--- src/rtl/usb_ep_pkg.sv ---
package usb_ep_pkg;

   typedef enum logic [1:0] {
      ADDR_EP2 = 2'b00,
      ADDR_EP4 = 2'b01,
      ADDR_EP6 = 2'b10,
      ADDR_EP8 = 2'b11
   } ep_addr_e;

   typedef enum logic {
      PH_OUT = 1'b0,
      PH_IN  = 1'b1
   } phase_e;

   localparam int CTL_TXRST_BIT = 0;
   localparam int CTL_RXRST_BIT = 1;
   localparam int CTL_EP_LSB    = 4;
   localparam int CTL_SHIFT_BIT = 8;

   typedef struct packed {
      logic       shift_comp;
      logic [1:0] ep_sel;
      logic       rx_rst;
      logic       tx_rst;
   } ctl_t;

   function automatic ep_addr_e ep_decode(input logic [1:0] sel);
      case (sel)
         2'd1:    return ADDR_EP4;
         2'd2:    return ADDR_EP6;
         default: return ADDR_EP2;
      endcase
   endfunction

endpackage

--- src/rtl/usb_ep_ctl_regs.sv ---
module usb_ep_ctl_regs
   import usb_ep_pkg::*;
#(
   parameter int REG_AW        = 2,
   parameter int REG_DW        = 32,
   parameter int TMO_W         = 16,
   parameter bit SHIFT_COMP_EN = 1'b1
) (
   input  logic              clk,
   input  logic              rst_n,
   input  logic              reg_we,
   input  logic [REG_AW-1:0] reg_addr,
   input  logic [REG_DW-1:0] reg_wdata,
   output logic [REG_DW-1:0] reg_rdata,
   output ctl_t              ctl,
   output logic [TMO_W-1:0]  tmo
);
   localparam logic [REG_AW-1:0] A_CTL = REG_AW'(0);
   localparam logic [REG_AW-1:0] A_TMO = REG_AW'(1);

   ctl_t             ctl_q;
   logic [TMO_W-1:0] tmo_q;
   logic             shift_wr;

   generate
      if (SHIFT_COMP_EN) begin : g_shift
         assign shift_wr = reg_wdata[CTL_SHIFT_BIT];
      end else begin : g_noshift
         assign shift_wr = 1'b0;
      end
   endgenerate

   always_ff @(posedge clk) begin
      if (!rst_n) begin
         ctl_q <= '0;
         tmo_q <= '0;
      end else if (reg_we) begin
         if (reg_addr == A_CTL) begin
            ctl_q.tx_rst     <= reg_wdata[CTL_TXRST_BIT];
            ctl_q.rx_rst     <= reg_wdata[CTL_RXRST_BIT];
            ctl_q.ep_sel     <= reg_wdata[CTL_EP_LSB +: 2];
            ctl_q.shift_comp <= shift_wr;
         end else if (reg_addr == A_TMO) begin
            tmo_q <= reg_wdata[TMO_W-1:0];
         end
      end
   end

   always_comb begin
      reg_rdata = '0;
      if (reg_addr == A_CTL) begin
         reg_rdata[CTL_TXRST_BIT]      = ctl_q.tx_rst;
         reg_rdata[CTL_RXRST_BIT]      = ctl_q.rx_rst;
         reg_rdata[CTL_EP_LSB +: 2]    = ctl_q.ep_sel;
         reg_rdata[CTL_SHIFT_BIT]      = ctl_q.shift_comp;
      end else if (reg_addr == A_TMO) begin
         reg_rdata[TMO_W-1:0] = tmo_q;
      end
   end

   assign ctl = ctl_q;
   assign tmo = tmo_q;

endmodule

--- src/rtl/usb_ep_arbiter.sv ---
module usb_ep_arbiter
   import usb_ep_pkg::*;
#(
   parameter int DATA_W        = 32,
   parameter bit SHIFT_COMP_EN = 1'b1
) (
   input  logic              clk,
   input  logic              rst_n,
   input  ctl_t              ctl,
   input  logic              pktend_busy,
   input  logic              tx_empty,
   input  logic [DATA_W-1:0] tx_data,
   output logic              tx_rd,
   input  logic              rx_full,
   output logic              rx_wr,
   output logic [DATA_W-1:0] rx_wdata,
   output logic [1:0]        usb_addr,
   input  logic              usb_full,
   input  logic              usb_in_avail,
   output logic              usb_wr,
   output logic [DATA_W-1:0] usb_wdata,
   output logic              usb_rd,
   input  logic [DATA_W-1:0] usb_rdata,
   output logic              out_phase
);
   phase_e phase_q, phase_nxt;

   always_ff @(posedge clk) begin
      if (!rst_n) phase_q <= PH_OUT;
      else        phase_q <= phase_nxt;
   end

   always_comb begin
      phase_nxt = phase_q;
      tx_rd     = 1'b0;
      usb_wr    = 1'b0;
      usb_rd    = 1'b0;
      rx_wr     = 1'b0;
      case (phase_q)
         PH_OUT: begin
            if (pktend_busy) begin
               phase_nxt = PH_OUT;
            end else if (usb_in_avail) begin
               phase_nxt = PH_IN;
            end else if (!tx_empty && !usb_full && !ctl.tx_rst) begin
               tx_rd  = 1'b1;
               usb_wr = 1'b1;
            end
         end
         default: begin
            if (!usb_in_avail) begin
               phase_nxt = PH_OUT;
            end else if (!rx_full && !ctl.rx_rst) begin
               usb_rd = 1'b1;
               rx_wr  = 1'b1;
            end
         end
      endcase
   end

   assign usb_addr  = (phase_q == PH_IN) ? ADDR_EP8 : ep_decode(ctl.ep_sel);
   assign usb_wdata = tx_data;
   assign out_phase = (phase_q == PH_OUT);

   generate
      if (SHIFT_COMP_EN) begin : g_rot
         assign rx_wdata = ctl.shift_comp ? {usb_rdata[7:0], usb_rdata[DATA_W-1:8]}
                                          : usb_rdata;
      end else begin : g_pass
         assign rx_wdata = usb_rdata;
      end
   endgenerate

endmodule

--- src/rtl/usb_ep_pktend_timer.sv ---
module usb_ep_pktend_timer #(
   parameter int TMO_W     = 16,
   parameter int PKT_WORDS = 128
) (
   input  logic             clk,
   input  logic             rst_n,
   input  logic [TMO_W-1:0] tmo,
   input  logic             out_phase,
   input  logic             word_wr,
   input  logic             tx_empty,
   output logic             pktend
);
   localparam int PCW = (PKT_WORDS > 1) ? $clog2(PKT_WORDS) : 1;
   localparam logic [PCW-1:0]   PKT_LAST = PCW'(PKT_WORDS - 1);
   localparam logic [TMO_W-1:0] ONE      = TMO_W'(1);

   logic [PCW-1:0]   pkt_cnt_q;
   logic [TMO_W-1:0] idle_q;
   logic             pend_q;
   logic             partial;
   logic             armed;
   logic             fire;

   assign partial = (pkt_cnt_q != '0);
   assign armed   = out_phase && tx_empty && partial && (tmo != '0) && !pend_q;
   assign fire    = armed && (idle_q == tmo - ONE);

   always_ff @(posedge clk) begin
      if (!rst_n) begin
         idle_q <= '0;
      end else if (!armed || word_wr || fire) begin
         idle_q <= '0;
      end else begin
         idle_q <= idle_q + ONE;
      end
   end

   always_ff @(posedge clk) begin
      if (!rst_n) begin
         pkt_cnt_q <= '0;
      end else if (fire) begin
         pkt_cnt_q <= '0;
      end else if (word_wr) begin
         pkt_cnt_q <= (pkt_cnt_q == PKT_LAST) ? '0 : pkt_cnt_q + PCW'(1);
      end
   end

   always_ff @(posedge clk) begin
      if (!rst_n) pend_q <= 1'b0;
      else        pend_q <= fire;
   end

   assign pktend = pend_q;

endmodule

--- src/rtl/usb_ep_xfer_ctrl.sv ---
module usb_ep_xfer_ctrl
   import usb_ep_pkg::*;
#(
   parameter int REG_AW        = 2,
   parameter int DATA_W        = 32,
   parameter int TMO_W         = 16,
   parameter int PKT_BYTES     = 512,
   parameter bit SHIFT_COMP_EN = 1'b1
) (
   input  logic              clk,
   input  logic              rst_n,
   input  logic              reg_we,
   input  logic [REG_AW-1:0] reg_addr,
   input  logic [31:0]       reg_wdata,
   output logic [31:0]       reg_rdata,
   output logic              tx_fifo_rst,
   output logic              rx_fifo_rst,
   input  logic              tx_empty,
   input  logic [DATA_W-1:0] tx_data,
   output logic              tx_rd,
   input  logic              rx_full,
   output logic              rx_wr,
   output logic [DATA_W-1:0] rx_wdata,
   output logic [1:0]        usb_addr,
   input  logic              usb_full,
   input  logic              usb_in_avail,
   output logic              usb_wr,
   output logic [DATA_W-1:0] usb_wdata,
   output logic              usb_rd,
   input  logic [DATA_W-1:0] usb_rdata,
   output logic              usb_pktend
);
   localparam int WORD_BYTES = DATA_W / 8;
   localparam int PKT_WORDS  = PKT_BYTES / WORD_BYTES;

   generate
      if (DATA_W < 16 || (DATA_W % 8) != 0) begin : g_bad_dw
         $error("DATA_W must be a multiple of 8 and at least 16");
      end
      if (TMO_W < 1 || TMO_W > 32) begin : g_bad_tw
         $error("TMO_W must lie in 1..32");
      end
      if (REG_AW < 1) begin : g_bad_aw
         $error("REG_AW must be at least 1");
      end
      if (PKT_WORDS < 2 || (PKT_BYTES % WORD_BYTES) != 0) begin : g_bad_pk
         $error("PKT_BYTES must hold a whole number of at least two words");
      end
   endgenerate

   ctl_t             ctl_q;
   logic [TMO_W-1:0] tmo_q;
   logic             out_phase;
   logic             pktend_q;

   usb_ep_ctl_regs #(
      .REG_AW        (REG_AW),
      .REG_DW        (32),
      .TMO_W         (TMO_W),
      .SHIFT_COMP_EN (SHIFT_COMP_EN)
   ) u_regs (
      .clk       (clk),
      .rst_n     (rst_n),
      .reg_we    (reg_we),
      .reg_addr  (reg_addr),
      .reg_wdata (reg_wdata),
      .reg_rdata (reg_rdata),
      .ctl       (ctl_q),
      .tmo       (tmo_q)
   );

   usb_ep_arbiter #(
      .DATA_W        (DATA_W),
      .SHIFT_COMP_EN (SHIFT_COMP_EN)
   ) u_arb (
      .clk          (clk),
      .rst_n        (rst_n),
      .ctl          (ctl_q),
      .pktend_busy  (pktend_q),
      .tx_empty     (tx_empty),
      .tx_data      (tx_data),
      .tx_rd        (tx_rd),
      .rx_full      (rx_full),
      .rx_wr        (rx_wr),
      .rx_wdata     (rx_wdata),
      .usb_addr     (usb_addr),
      .usb_full     (usb_full),
      .usb_in_avail (usb_in_avail),
      .usb_wr       (usb_wr),
      .usb_wdata    (usb_wdata),
      .usb_rd       (usb_rd),
      .usb_rdata    (usb_rdata),
      .out_phase    (out_phase)
   );

   usb_ep_pktend_timer #(
      .TMO_W     (TMO_W),
      .PKT_WORDS (PKT_WORDS)
   ) u_tmr (
      .clk       (clk),
      .rst_n     (rst_n),
      .tmo       (tmo_q),
      .out_phase (out_phase),
      .word_wr   (usb_wr),
      .tx_empty  (tx_empty),
      .pktend    (pktend_q)
   );

   assign tx_fifo_rst = ctl_q.tx_rst;
   assign rx_fifo_rst = ctl_q.rx_rst;
   assign usb_pktend  = pktend_q;

endmodule

--- config.mk ---
export PLATFORM = sky130hd
export DESIGN_NAME = usb_ep_xfer_ctrl
export DESIGN_NICKNAME = d
export VERILOG_FILES = /design/src/rtl/usb_ep_pkg.sv /design/src/rtl/usb_ep_ctl_regs.sv /design/src/rtl/usb_ep_arbiter.sv /design/src/rtl/usb_ep_pktend_timer.sv /design/src/rtl/usb_ep_xfer_ctrl.sv
export SDC_FILE = /design/constraint.sdc
export NUM_CORES = 1
export LEC_CHECK = 0
export BUFFER_PORTS_ARGS = -buffer_cell sky130_fd_sc_hd__buf_2
export CAP_MARGIN = 0
export CORE_UTILIZATION = 25
export CTS_CLUSTER_SIZE = 40
export DETAILED_ROUTE_END_ITERATION = 7
export PLACE_DENSITY = 0.65
export SLEW_MARGIN = 25
export SYNTH_ARGS = -nofsm -noshare
export SYNTH_HDL_FRONTEND = slang
export SYNTH_SLANG_ARGS = --single-unit
--- constraint.sdc ---
create_clock -name clk -period 2.2 [get_ports clk]
set_input_delay 0.44 -clock clk [delete_from_list [all_inputs] [get_ports clk]]
set_output_delay 0.44 -clock clk [all_outputs]
set_load 0.005 [all_outputs]
# --- Word-level counts from Yosys, hierarchy flattened ---
# Index checks and enable logic that the tools add are counted.
word_totals:
  in_bits: 105
  word_cells: 65
  output_inout_bits: 105
  regBits: 46
classes:
  n_reduce_logical: 24
  n_bitwise: 3
  eq_ne: 5
  add_sub_neg: 3
  muxes: 21
ops:
  columns: ["operator", "n"]
  rows:
  - ["32-bit 2-to-1 mux", 1]
  - ["16-bit by 1-bit adder with 16-bit output (second input constant)", 1]
  - ["16-bit == test", 1]
  - ["16-bit 2-to-1 mux", 1]
  - ["16-bit nonzero test", 1]
  - ["16-bit by 1-bit subtractor with 16-bit output (second input constant)", 1]
  - ["7-bit 2-to-1 mux", 2]
  - ["1-bit 2-to-1 mux", 11]
  - ["2-bit 2-to-1 mux", 5]
  - ["1-bit logical AND", 8]
  - ["7-bit by 1-bit adder with 7-bit output (second input constant)", 1]
  - ["7-bit == test (second input constant)", 1]
  - ["1-bit zero test", 7]
  - ["7-bit nonzero test", 1]
  - ["2-bit by 1-bit == test with 1-bit output (second input constant)", 2]
  - ["2-bit case mux with 2 select lines", 1]
  - ["2-bit OR reduction", 2]
  - ["1-bit NOT", 3]
  - ["3-bit AND reduction", 1]
  - ["2-bit == test (second input constant)", 1]
  - ["2-bit zero test", 1]
  - ["1-bit logical OR", 2]
  - ["2-bit AND reduction", 1]

# --- Longest topological paths before layout ---
# Gate-level depths: netlist of run 1.
logic_depth:
  depth_word: 10
  ltp_mapped: 10
  mapped_depth_nobuf: 9

# --- Cells and area by module ---
# Synthesis of run 1 repeated with hierarchy kept, for this count alone.
unflattened:
  cells_unflattened: 418
  hier_area_um2: 3743.6
by_module_without_submodules:
  columns: ["module", "n_inst", "cells_per_inst", "area_per_inst_um2", "seq_area_each_um2"]
  rows:
  - ["usb_ep_pktend_timer", 1, 208, 1878.1, 480.5]
  - ["usb_ep_ctl_regs", 1, 129, 1136.1, 420.4]
  - ["usb_ep_arbiter", 1, 81, 729.4, 20.0]

# --- Worst setup path before layout of run 1 ---
# OpenSTA, ideal clock, no wires.
synth_path:
  path_kind: "reg-to-reg"
  startpoint: "reg u_regs.tmo_q[0] (netlist: u_regs.tmo[0])"
  endpoint: "reg u_tmr.idle_q[4]"
  t_arrival_ns: 2.301
  n_path_buf: 1
  path_slack_ns: -0.215
  synth_period_minus_slack_ns: 2.415
  required_ns: 2.085
  stages_incl_launch_ff: 11
  path_cell_list: "dfxtp_1 > inv_1 > ha_1 > or3b_1 > nor3b_2 > mux2i_1 > a21oi_1 > or3_4 > o21ai_4 > buf_6 > nor2_1"
synth_via:
  elab_chain_cells: 7
synth_rtl:
  columns: ["element", "line_no", "text"]
  rows:
  - ["from (decl)", "usb_ep_ctl_regs.sv:22", "logic [TMO_W-1:0] tmo_q;"]
  - ["from (signal assigned)", "usb_ep_ctl_regs.sv:44", "tmo_q <= reg_wdata[TMO_W-1:0];"]
  - ["parallel branches: the longest is 5 deep, another holds 16-bit by 1-bit subtractor with 16-bit output", null, null]
  - ["1-bit logical OR (*)", "usb_ep_pktend_timer.sv:31", "end else if (!armed || word_wr || fire) begin"]
  - ["2-bit OR reduction (no line) (*)", null, null]
  - ["to (signal assigned)", "usb_ep_pktend_timer.sv:34", "idle_q <= idle_q + ONE;"]
  - ["to (decl)", "usb_ep_pktend_timer.sv:18", "logic [TMO_W-1:0] idle_q;"]
# Every way passes the cells marked *.
# A chain may end at the register's enable or synchronous reset.

# --- Worst setup path in the final report of run 1 ---
layout_path:
  startpoint: "reg u_regs.tmo_q[0] (netlist: u_regs.tmo[0])"
  endpoint: "reg u_tmr.idle_q[10]"
# The elaborated chain is that of the path after synthesis.

==> results of run 1 <==
[metal layers]
layer  global-route usage [%]  vias up  wire length (um)
li1                         -     1498                 -
met1                    15.81     1351              3931
met2                    19.19       96              3759
met3                    2.237       14               420
met4                    5.032        0               138
met5                        0        -                 0
[worst max-delay path: stages (launching register included)]
cell	delay [ps]
sky130_fd_sc_hd__dfxtp_4	350
sky130_fd_sc_hd__inv_2	60
sky130_fd_sc_hd__ha_4	120
sky130_fd_sc_hd__or3b_4	400
sky130_fd_sc_hd__nor3b_4	200
sky130_fd_sc_hd__mux2i_1	210
sky130_fd_sc_hd__a21oi_1	90
sky130_fd_sc_hd__or3_4	380
sky130_fd_sc_hd__o21ai_4	180
sky130_fd_sc_hd__buf_12	160
sky130_fd_sc_hd__nor2_1	50
[area by class of cell]
type / instances / area (um^2)
Fill cell: 1388 / 8574
Inverter: 10 / 37.54
Tap cell: 172 / 215.2
Timing Repair Buffer: 147 / 849.6
Clock buffer: 7 / 163.9
Sequential cell: 46 / 925.9
Clock inverter: 1 / 30.03
Multi-Input combinational cell: 294 / 2028
[cells in the final DEF, fill, tap and decap left out, types with 5 or more instances in the layout]
cell,instances
sky130_fd_sc_hd__clkbuf_16,6
sky130_fd_sc_hd__xor2_1,21
sky130_fd_sc_hd__mux2_2,33
sky130_fd_sc_hd__buf_4,31
sky130_fd_sc_hd__a21oi_1,23
sky130_fd_sc_hd__nand4_1,5
sky130_fd_sc_hd__nand3_1,10
sky130_fd_sc_hd__inv_1,8
sky130_fd_sc_hd__nand2_1,47
sky130_fd_sc_hd__and2_1,15
sky130_fd_sc_hd__xnor2_1,17
sky130_fd_sc_hd__dfxtp_1,44
sky130_fd_sc_hd__conb_1,16
sky130_fd_sc_hd__mux2i_1,12
sky130_fd_sc_hd__nor2_1,39
sky130_fd_sc_hd__o21ai_0,5
sky130_fd_sc_hd__buf_2,113
[where the power goes]
part | internal, mW | switching, mW | total (mW)
Sequential | 0.847 | 0.0157 | 0.863
Clock | 0.636 | 0.313 | 0.949
Combinational | 0.224 | 0.198 | 0.422
[metrics by stage]
| step | hold slack [ps] | instance area [um^2] |
|---|---|---|
| 5_1_grt | 390.3 | 4250 |
| 6_report | 386.5 | 4250 |
| 3_5_place_dp | 477.6 | 3983 |
| 3_3_place_gp | 477.1 | 3983 |
| 2_1_floorplan | 450.4 | 3405 |
| 4_1_cts | 382.7 | 4245 |
[registers in the layout (all words and copies together), names as in the netlist]
register	flops
u_tmr.idle_q	16
u_regs.ctl	5
u_arb.phase_q	1
u_regs.tmo	16
u_tmr.pkt_cnt_q	7
u_tmr.pktend	1
[how the worst min path moves through the flow]
stage	to	startpoint	cells past startpoint	slack, ps
final	u_regs.tmo[9]$_SDFFE_PN0P_	reg_wdata[9]	3	390
after global routing	u_regs.tmo[9]$_SDFFE_PN0P_	reg_wdata[9]	3	390
after CTS	u_regs.tmo[9]$_SDFFE_PN0P_	reg_wdata[9]	3	380
after detailed placement	u_arb.phase_q$_SDFF_PN0_	u_tmr.pktend$_SDFF_PN0_	1	480
after global placement	u_arb.phase_q$_SDFF_PN0_	u_tmr.pktend$_SDFF_PN0_	1	480
after floorplan	u_tmr.idle_q[0]$_SDFF_PP0_	u_tmr.idle_q[0]$_SDFF_PP0_	1	450
[kinds of logic (layout without fill, tap and decap cells)]
| family | count (synthesis) | in the layout | synth area share (%) |
|---|---|---|---|
| simple gates | 146 | 146 | 22.63 |
| buf+inv | 77 | 165 | 14.59 |
| flops | 46 | 46 | 27.67 |
| compound gates | 45 | 45 | 8.722 |
| mux | 45 | 45 | 14.77 |
| xor+xnor | 38 | 38 | 10.00 |
| fa+ha+maj | 4 | 4 | 1.504 |
| other cells | 1 | 16 | 0.1127 |
[timing repair]
item / 4_1_cts / 5_1_grt
setup buffers: 3 / 0
pin swaps: 10 / 1
setup endpoints to repair: 24 / 24
hold endpoints to repair: 0 / 0
resized for setup: 8 / 1
==> run summary, run 1 <==
For this design the ratio of total power to cell area is 525.5 nW/um^2. The maximum clock frequency came out at 0.4323 GHz. Routability-driven placement finished with a final weighted congestion of 0.8177. STA classifies the critical path startpoint as a register.

The number of synthesized flops with an enable pin came out at 0. The final number of max-transition violations was 0. TritonCTS built the clock tree. The die covers 13780 um^2. STA classifies the critical path endpoint as a register.

The post-route clock skew came out at 5.949 ps. For this run, the number of Yosys warnings is 0. For this design, the sink count on the clock tree is 46. Data on the critical path arrives at its endpoint at 2490 ps. The clock transition at the register clock pins on the worst setup and hold paths after CTS came out at 60 ps. The maximum fanout count along the critical path came out at 16. The count of buffers added on input and output ports is 113. The number of failing hold endpoints at the final stage is 0. The effective utilization at floorplan is 25.95%. Setup violations remaining at the end of the flow were counted as 24. The synthesized design spends more area on one cell type than any other, namely sky130_fd_sc_hd__dfxtp_1. The number of CTS-inserted buffers came out at 5. The critical path starts at u_regs.tmo[0]$_SDFFE_PN0P_.

The least setup slack across all paths after layout came out at -113.1 ps. Counting every instance in the synthesized netlist gives 402. The net count of the finished layout came out at 613. The number of global-route vias before repair came out at 2741. A synthesized cell averages 8.279 um^2. In the synthesized netlist the dominant register cell turns out to be sky130_fd_sc_hd__dfxtp_1. The max-slew headroom at the worst pin came out at 59.50%. The placed wire-length estimate is 6406 um. The worst register-to-register path ends at u_tmr.idle_q[10]$_SDFF_PP0_. The ratio of cells with drive above 1 in the final layout came out at 41.78%. The transition at the pin with the smallest max-transition slack came out at 606.1 ps. The most critical setup path has its endpoint at u_tmr.idle_q[10]$_SDFF_PP0_. The sum of routed wire length over all layers came out at 8249 um. The run finished, with violations left. The H-tree generated during clock tree synthesis spans 2 levels.

The area of the placeable core is 12820 um^2. The number of storage elements in the synthesis netlist is 46. The number of remaining DRC errors is 0. In this run the critical register-to-register path is launched from u_regs.tmo[0]$_SDFFE_PN0P_.

The routed layout has 2959 vias. In the synthesized netlist, the cells that appear most often are sky130_fd_sc_hd__buf_4 (50), sky130_fd_sc_hd__nand2_1 (47), sky130_fd_sc_hd__dfxtp_1 (46). The critical path is of the reg2reg type. The area growth from synthesis to layout is 27.71%. The post-route non-filler standard cell count is 677.

The analysis attributes to cell leakage a power of 1.850 nW. Cells fill 33.14% of the core in the end. Setup repair after global routing could not meet its margin everywhere. The largest net degree at the start of global routing came out at 35. The sequential area share after synthesis is 27.67%.

The maximum vdd drop came out at 0.2878 mV. The routed design could run at a clock period as short as 2313 ps. In this run the deepest clock path goes through 2 buffers. The total global routing overflow came out at 0. The number of hold buffers added after CTS was 0. The most numerous cell in the Yosys netlist is sky130_fd_sc_hd__buf_4.

The worst register-to-register path has a depth of 10. The die height came out at 117.4 um. The final reports fail on negative setup slack. The reg2reg setup slack is -110 ps. Data on the critical path is required at its endpoint by 2380 ps. The number of diodes came out at 0.

The share of async-settable or async-resettable flops after synthesis came out at 0%. For the worst-skew pair, the clock arrives at the later sink with an insertion delay of 290 ps. After the first detailed-routing iteration, the DRC count stood at 102. The type of the tightest min-delay check is in2reg. The number of violations of the max-capacitance limit came out at 0. The power after layout came out at 2.234 mW.

The number of top-level design ports came out at 210. The number of antenna violations at the first check in global routing came to 0. The count of different cell masters after synthesis came out at 50. The final cycle utilization of the critical path is 105.1%. The detail route stage leaves a number of antenna-violating nets equal to 0.

After synthesis, the cell types taking the most area are sky130_fd_sc_hd__dfxtp_1 (28%), sky130_fd_sc_hd__buf_4 (11%), sky130_fd_sc_hd__mux2_2 (11%). At the placement stage, the worst setup path has a slack of -239.7 ps. In this run the core area contains 41 standard-cell rows. The post-synthesis instance area came out at 3328 um^2. The final-layout setup total negative slack is -2352 ps. The cell total after placement came out at 666. The global-route total usage across every layer came out at 12.03%. The portion of synthesized cell area occupied by the leading cell type came out at 27.67%. In this run the clock root is driven by a sky130_fd_sc_hd__clkbuf_16. Using the TritonRoute via totals, the vias-per-cell ratio works out to 4.371.

The first detailed-routing pass ran for 4 iterations. The first-pass GRT wire length is 13520 um. Measured along the x axis, the die boundary spans 117.4 um.

The routed length per instance came out at 12.18 um.
No activity file was read; power rests on OpenSTA's default activity.
==> run 2: changes to the inputs <==
--- a/config.mk
+++ b/config.mk
@@ -11,6 +11,7 @@
 export CTS_CLUSTER_SIZE = 40
 export DETAILED_ROUTE_END_ITERATION = 7
 export PLACE_DENSITY = 0.65
+export SETUP_SLACK_MARGIN = 0.15
 export SLEW_MARGIN = 25
 export SYNTH_ARGS = -nofsm -noshare
 export SYNTH_HDL_FRONTEND = slang
==> run 2 against run 1 <==
The run still ends with negative setup slack left. Sequential cell count stayed put. Critical path depth stayed put. Fmax is 1.4% lower. First-iteration DRC count is 41% higher. Register-to-register slack worse by 30 ps. Critical path type unchanged.
==> run summary, run 2 (same netlist as run 1, synthesis figures left out) <==
Grouping stages by cell kind, the critical path spends the most delay in simple AND/OR/NAND/NOR gates. The number of nets still failing antenna checks after routing is 0. The number of diodes came out at 0. The capturing element type of the critical path is a register. For the final database, setup skew stands at 6.201 ps.

The placed wire-length estimate is 6654 um. The endpoint required time on the critical path came out at 2370 ps. The number of top-level design ports is 210.

The arrival time reported for the critical path endpoint came out at 2520 ps. The minimum hold slack came out at 386.5 ps. The routed length per instance is 12.55 um. The cell count of the worst reg-to-reg path came out at 10.

Walking the worst path, the cells encountered are buf_4 -> nor4_4 -> buf_4 -> and3_4 -> a211o_1 -> a31oi_1 -> or3_4 -> o21ai_4 -> buf_6 -> nor2_1. The maximum fanout count along the critical path is 7. The row count is 41. The clock passes through at most 2 buffers. The leakage dissipation is 1.842 nW. The number of CTS-inserted buffers came out at 5.

The final layout contains 616 nets. The number of global-route vias before repair came out at 2944. The final number of max-transition violations was 0. Measured along the x axis, the die boundary spans 117.4 um.

Among the stages of the critical path, the cell type that occurs most often is sky130_fd_sc_hd__buf_4. The worst setup path is of the reg2reg kind. The effective utilization at floorplan came out at 25.95%. The number of failing hold endpoints at the final stage is 0. For the pin with the worst max-slew slack, the measured transition is 562.8 ps. The final weighted congestion in routability-driven placement came out at 0.7876.

Setup repair after global routing could not meet its margin everywhere. The initial DRC count is 144. The area enclosed by the die boundary came out at 13780 um^2. The depth of the CTS H-tree is 2. The depth of the critical timing path with buffers and inverters included is 10.

The first global-routing pass estimated 13960 um of wire. The number of violations of the max-capacitance limit came out at 0. The total global routing overflow is 0.

The maximum clock frequency came out at 0.4264 GHz. The biggest cell delay along the critical path is 440 ps. The critical path ends at u_tmr.idle_q[0]$_SDFF_PP0_.

The area growth from synthesis to layout is 27.33%. Counting the fill cells in the layout gives 1395. The reg2reg setup slack came out at -150 ps. The count of buffering cells on the critical path with inverters included is 3. The worst-path cell with the longest stage delay is sky130_fd_sc_hd__or3_4.

The number of antenna violations at the first check in global routing came out at 0. The number of remaining DRC errors came out at 0. The startpoint kind of the worst setup timing path is a register. The ratio of cells with drive above 1 in the final layout is 42.91%. Port buffering added 113 buffers. The clock transition at the register clock pins on the worst setup and hold paths after CTS is 60 ps.

Detailed routing inserted a total of 2962 vias. The setup slack at placement came out at -238.6 ps. The buffer type at the clock tree root is sky130_fd_sc_hd__clkbuf_16. The maximum vdd drop is 0.2908 mV.

The die height came out at 117.4 um. The endpoint identified for the worst register-to-register timing path is u_tmr.idle_q[0]$_SDFF_PP0_. The least setup slack across all paths after layout came out at -145.4 ps. After routing, the total negative slack on setup checks comes to -3025 ps. Dividing the detail-routed via count by the number of cells gives 4.356. Tracing the worst setup path back leads to its startpoint at u_regs.tmo[1]$_SDFFE_PN0P_.

The routed design could run at a clock period as short as 2345 ps. The area of the placeable core came out at 12820 um^2. For this design, the sink count on the clock tree is 46. The number of search-and-repair iterations in the first detailed-routing pass is 4.

The sum of routed wire length over all layers is 8531 um. The final cycle utilization of the critical path came out at 106.6%. The startpoint identified for the worst register-to-register timing path is u_regs.tmo[1]$_SDFFE_PN0P_.

The max-slew headroom at the worst pin came out at 62.39%. The library cells used most frequently in the layout, excluding fill and tap cells, are sky130_fd_sc_hd__buf_2 (113), sky130_fd_sc_hd__nand2_1 (47), sky130_fd_sc_hd__dfxtp_1 (42). The clock latency on the worst-skew pair is 290 ps.

TritonCTS built the clock tree. The largest net degree at the start of global routing is 35. The global-route total usage across every layer came out at 12.39%.

The type of the tightest min-delay check is in2reg. The library cell used most frequently in the layout, excluding fill and tap cells, is sky130_fd_sc_hd__buf_2. The cell area power density is 502.9 nW/um^2. The checks that failed: negative setup slack. The flow ran to the end, but the final reports show violations. The count of endpoints failing setup in the final report came out at 24.
==> run 2: changes by cell type in the layout (fill, tap and decap cells not counted), moves of 2 or more <==
cell and delta:
sky130_fd_sc_hd__nor2_1 -3, sky130_fd_sc_hd__buf_12 -2, sky130_fd_sc_hd__nor2_2 +3, sky130_fd_sc_hd__clkinv_2 +2, sky130_fd_sc_hd__nor3_2 -2, sky130_fd_sc_hd__dfxtp_1 -2, sky130_fd_sc_hd__buf_4 +4, sky130_fd_sc_hd__dfxtp_2 +2
==> run 2: repair_timing <==
item / 4_1_cts / 5_1_grt
endpoints found under the setup margin: 26 / 26
setup buffers: 3 / 2
pin swaps: 9 / 3
gates cloned: 0 / 1
gates resized for setup: 7 / 10
hold buffers: 0 / 0
==> run 2: tightest hold or removal path: stages <==
cell,delay (ps)
sky130_fd_sc_hd__buf_2,90
sky130_fd_sc_hd__nand2_1,40
sky130_fd_sc_hd__a21oi_1,50
==> run 2: where the power goes <==
part | internal (mW) | switching (mW)
combinational | 0.224 | 0.196
sequential | 0.847 | 0.0172
clock | 0.532 | 0.315
==> run 2: per-layer routing <==
metal  track usage (%)  up-vias  part of all wire [%]  wire length (um)
met1             15.53     1355                    47              4034
met2             20.34       84                    47              4001
met3             3.016       16                   4.0               344
met5                 0        -                     0                 0
li1                  -     1507                     -                 -
met4             4.789        0                   1.8               150
==> run 2: through the flow <==
step / cell area, um^2 / instances / util (%) / total power, mW
6_report: 4238 / 680 / 33.04 / 2.131
5_1_grt: 4238 / 680 / 33.04 / 2.226
4_1_cts: 4187 / 677 / 32.64 / 2.142
3_5_place_dp: 3970 / 666 / 30.96 / 1.287
3_3_place_gp: 3970 / 666 / 30.96 / 1.284
2_1_floorplan: 3405 / 417 / - / 1.172
==> run 2: worst min-delay path by stage <==
stage | from | end | depth (start not counted)
floorplan | u_tmr.idle_q[0]$_SDFF_PP0_ | u_tmr.idle_q[0]$_SDFF_PP0_ | 1
global placement | u_tmr.idle_q[0]$_SDFF_PP0_ | u_tmr.idle_q[0]$_SDFF_PP0_ | 1
detailed placement | u_tmr.idle_q[0]$_SDFF_PP0_ | u_tmr.idle_q[0]$_SDFF_PP0_ | 1
CTS | reg_wdata[13] | u_regs.tmo[13]$_SDFFE_PN0P_ | 3
global route | reg_wdata[13] | u_regs.tmo[13]$_SDFFE_PN0P_ | 3
finish | reg_wdata[13] | u_regs.tmo[13]$_SDFFE_PN0P_ | 3
==> run 2: final cells by class <==
cell class | count | area [um^2] | share of cell area [%]
tap | 172 | 215.2 | 5.078
timing repair buffer | 150 | 850.8 | 20.08
inverter | 10 | 37.54 | 0.8857
clock inverter | 3 | 40.04 | 0.9448
multi-input combinational | 294 | 2041 | 48.15
sequential | 46 | 928.4 | 21.91
clock buffer | 5 | 125.1 | 2.952
==> run 3: changes to the inputs <==
--- a/config.mk
+++ b/config.mk
@@ -5,14 +5,16 @@
 export SDC_FILE = /design/constraint.sdc
 export NUM_CORES = 1
 export LEC_CHECK = 0
+export ABC_AREA = 1
 export BUFFER_PORTS_ARGS = -buffer_cell sky130_fd_sc_hd__buf_2
 export CAP_MARGIN = 0
 export CORE_UTILIZATION = 25
 export CTS_CLUSTER_SIZE = 40
 export DETAILED_ROUTE_END_ITERATION = 7
-export PLACE_DENSITY = 0.65
+export PLACE_DENSITY = 0.64
 export SETUP_SLACK_MARGIN = 0.15
 export SLEW_MARGIN = 25
 export SYNTH_ARGS = -nofsm -noshare
 export SYNTH_HDL_FRONTEND = slang
 export SYNTH_SLANG_ARGS = --single-unit
+export TNS_END_PERCENT = 1
==> run 3 against run 2 <==
The run now ends clean. Sequential share of layout area up 0.85 points. Register-to-register slack gained 470 ps. Sequential cell count stayed put. Routed wire length grew 4.8%. Critical path type unchanged. Critical endpoint is now u_tmr.idle_q[1]$_SDFF_PP0_.
==> run summary, run 3 <==
The repair_antennas step left the layout with diodes totalling 0. The least setup slack across all paths after layout came out at 320.0 ps. The area growth from synthesis to layout is 18.29%. The number of global-route vias before repair came to 2937. The per-cell via count in the routed design came out at 4.262.

In this run the power density over the cells is 520.1 nW/um^2. The sum of routed wire length over all layers is 8941 um. The count of different cell masters after synthesis came out at 32. The depth of the CTS H-tree is 2. The area enclosed by the die boundary is 14160 um^2.

The number of buffers added to fix hold violations after cts came out at 0. The final number of max-transition violations came out at 0. The number of antenna violations at the first check in global routing is 0. The clock period minus final worst setup slack is 1880 ps. In this run switching power makes up 30.06% of total power.

The largest total area in the synthesized netlist belongs to sky130_fd_sc_hd__dfxtp_1. The number of storage elements in the synthesis netlist came out at 46. The sequential group share of total power is 41.8%.

The setup slack at placement is 218.9 ps. The flow ran to the end, and the final reports show no timing, DRC or antenna violations. The number of nets still failing antenna checks after routing is 0.

Pin placement for this block handled 210 I/O pins. The width of the chip came out at 119.0 um. The slowest stage of the critical path is the sky130_fd_sc_hd__dfxtp_1 cell.

Sorting the synthesized cells by how often they occur yields sky130_fd_sc_hd__nand2_1 (130), sky130_fd_sc_hd__inv_1 (64), sky130_fd_sc_hd__nor2_1 (63). Routability-driven placement finished with a final weighted congestion of 0.8459. The post-route non-filler standard cell count came out at 793. Walking the worst path, the cells encountered are nor2_1 -> nand2_1 -> nor2_1 -> nand2_1 -> nand2_1 -> nand2_1 -> nor2_1 -> nand2_1 -> nor2_2 -> nand2_2 -> nand3_4 -> nor2_1. Together, buffers and inverters on the worst path number 0.

STA classifies the critical path startpoint as a register. The kind of cell adding the most delay to the critical path is simple AND/OR/NAND/NOR gates. The count of mapped cells out of synthesis is 539.

Summed over all nets, the half-perimeter wirelength after detailed placement is 7115 um. The tightest min-delay check is of the in2reg type. The effective utilization at floorplan came out at 25.73%. The critical path is of the reg2reg type.

The arrival time reported for the critical path endpoint is 2060 ps. The number of search-and-repair iterations in the first detailed-routing pass came out at 6. The first global-routing pass estimated 14070 um of wire. Setup repair after global routing left no endpoint under its margin. The most common library cell in the layout ignoring fill and taps is sky130_fd_sc_hd__nand2_1.

The cell that appears most often on the critical path is sky130_fd_sc_hd__nand2_1. The total global routing overflow is 0. The post-synthesis instance area came out at 3421 um^2.

The synthesized area per cell is 6.347 um^2. In this run the standard cell core region covers 13300 um^2. Max-cap violations in this run came to 0. The clock latency on the worst-skew pair is 290 ps. The total of buffers placed on input and output ports came out at 113. Among all flip-flop cells after synthesis, the most frequent one is sky130_fd_sc_hd__dfxtp_1. By area the synthesized netlist is led by sky130_fd_sc_hd__dfxtp_1 (27%), sky130_fd_sc_hd__nand2_1 (14%), sky130_fd_sc_hd__buf_4 (11%).

The clock group share of total power came out at 34.9%. The largest net degree at the start of global routing is 33. The max-slew headroom at the worst pin is 61.49%. The sequential area share after synthesis came out at 26.92%. The most numerous cell in the Yosys netlist is sky130_fd_sc_hd__nand2_1. The die height is 119.0 um. The count of endpoints failing setup in the final report is 0.

The number of warnings printed during yosys synthesis came out at 0. The final-layout setup total negative slack came out at 0 ps. Data on the critical path is required at its endpoint by 2380 ps. The routed length per instance came out at 11.27 um. In the finished design, the share of the clock period the worst path needs comes to 85.46%. At the pin with the least slew margin, the transition time is 577.7 ps.

The switching power came out at 0.6327 mW. The ratio of cells with drive above 1 in the final layout came out at 24.80%. After the first detailed-routing iteration, the DRC count stood at 179. The portion of synthesized cell area occupied by the leading cell type is 26.92%.

The row count is 42. Yosys mapped a number of flops with a built-in enable equal to 0. Global routing consumed, over all layers together, 12.52% of the routing resources. Internal power comes to 1.472 mW. The net count of the finished layout is 726. The clock arrives with 6.303 ps of skew.

The cell total after placement came out at 784. The maximum vdd drop came out at 0.2513 mV. The worst setup path is captured at a register.

On the worst path, the slowest cell contributes a delay of 370 ps. The maximum clock frequency is 0.5319 GHz. Counting the buffers created by CTS gives 5.

The number of failing hold endpoints at the final stage is 0. The clock transition at the register clock pins on the worst setup and hold paths after CTS came out at 60 ps. Setup slack on the worst reg-to-reg path comes out at 320 ps. Combinational cells account for 23.3% of the total power. Clock tree synthesis found a total of 46 sinks. In this run the clock root is driven by a sky130_fd_sc_hd__clkbuf_16. The routed layout has 3380 vias.

The maximum root-to-sink buffer count came out at 2. The top cell types in the final layout, fill and taps aside, are sky130_fd_sc_hd__nand2_1 (130), sky130_fd_sc_hd__buf_2 (113), sky130_fd_sc_hd__nor2_1 (63), sky130_fd_sc_hd__inv_1 (63), sky130_fd_sc_hd__dfxtp_1 (46). In the synthesized netlist the async set-or-reset flop fraction comes to 0%.

The clock tree from TritonCTS is built. In the routed design, unresolved DRC markers number 0. The maximum fanout count along the critical path is 8. The leakage dissipation is 2.010 nW.
-- run 3: cell count changes after synthesis, moves of 4 or more --
cell	previous run	this run
sky130_fd_sc_hd__nor2_1	39	63
sky130_fd_sc_hd__nand2_1	47	130
sky130_fd_sc_hd__a211oi_1	8	1
sky130_fd_sc_hd__xnor2_1	17	12
sky130_fd_sc_hd__mux2i_1	12	0
sky130_fd_sc_hd__and2_1	15	0
sky130_fd_sc_hd__nor2_2	0	15
sky130_fd_sc_hd__nand3_1	10	25
sky130_fd_sc_hd__mux2_2	33	0
sky130_fd_sc_hd__o21ai_0	5	44
sky130_fd_sc_hd__inv_1	10	64
sky130_fd_sc_hd__o22ai_1	0	4
-- run 3: through the flow --
stage	util [%]	total power [mW]	instance area, um^2	hold WS [ps]
floorplan	-	1.261	3477	452.5
global placement	28.99	1.378	3855	460.4
detailed placement	28.99	1.383	3855	462.8
CTS	30.02	2.117	3991	417.7
global route	30.43	2.233	4046	433.2
finish	30.43	2.105	4046	419.0
-- run 3: cell families after synthesis --
| group | after synthesis | share of synthesized area, % |
|---|---|---|
| xor gates and xnor gates | 33 | 8.449 |
| DFF | 46 | 26.92 |
| buffers and inverters | 131 | 20.37 |
| AOI/OAI and AO/OA | 73 | 10.97 |
| and+or+nand+nor | 251 | 31.71 |
| other | 1 | 0.1096 |
| adders and majority gates | 4 | 1.463 |
-- run 3: timing repair --
action | CTS | global route
endpoints found under the hold margin | 0 | 0
setup buffers | 0 | 1
endpoints found under the setup margin | 0 | 22
gates resized for setup | 0 | 8
-- run 3: power by group through the flow --
stage / combinational (mW) / sequential (mW) / clock (mW)
2_1_floorplan: 0.370 / 0.891 / 0
3_3_place_gp: 0.481 / 0.898 / 0
3_5_place_dp: 0.485 / 0.898 / 0
4_1_cts: 0.486 / 0.879 / 0.751
5_1_grt: 0.561 / 0.882 / 0.789
6_report: 0.491 / 0.879 / 0.735
-- run 3: metal layers --
| layer | vias up | routed length, um | global-route usage [%] |
|---|---|---|---|
| met1 | 1496 | 3831 | 14.01 |
| met4 | 0 | 235 | 4.351 |
| met3 | 17 | 507 | 3.448 |
| met2 | 97 | 4367 | 22.59 |
| li1 | 1770 | - | - |
| met5 | - | 0 | 0 |
-- run 3: worst register-to-register path, stage by stage (launching register included) --
cell and delay, ps:
sky130_fd_sc_hd__dfxtp_1 370, sky130_fd_sc_hd__nor2_1 170, sky130_fd_sc_hd__nand2_1 110, sky130_fd_sc_hd__nor2_1 250
sky130_fd_sc_hd__nand2_1 80, sky130_fd_sc_hd__nand2_1 80, sky130_fd_sc_hd__nand2_1 50, sky130_fd_sc_hd__nor2_1 80
sky130_fd_sc_hd__nand2_1 60, sky130_fd_sc_hd__nor2_2 100, sky130_fd_sc_hd__nand2_2 160, sky130_fd_sc_hd__nand3_4 200
sky130_fd_sc_hd__nor2_1 60
-- run 3: cell type report --
| type | count | area, um^2 |
|---|---|---|
| fillers | 1449 | 9249 |
| multi-input cells | 378 | 1907 |
| flip-flops and latches | 46 | 920.9 |
| repair buffers | 119 | 610.6 |
| inverters | 67 | 251.5 |
| well taps | 176 | 220.2 |
| clock buffers | 6 | 128.9 |
| clock inverters | 1 | 7.507 |
-- run 3: worst paths after layout --
check                                to  cells past startpoint                  startpoint
max reg2reg  u_tmr.idle_q[1]$_SDFF_PP0_                     12  u_regs.tmo[6]$_SDFFE_PN0P_
min            u_arb.phase_q$_SDFF_PN0_                      3                usb_in_avail
max          u_tmr.idle_q[1]$_SDFF_PP0_                     12  u_regs.tmo[6]$_SDFFE_PN0P_
min reg2reg    u_arb.phase_q$_SDFF_PN0_                      1     u_tmr.pktend$_SDFF_PN0_
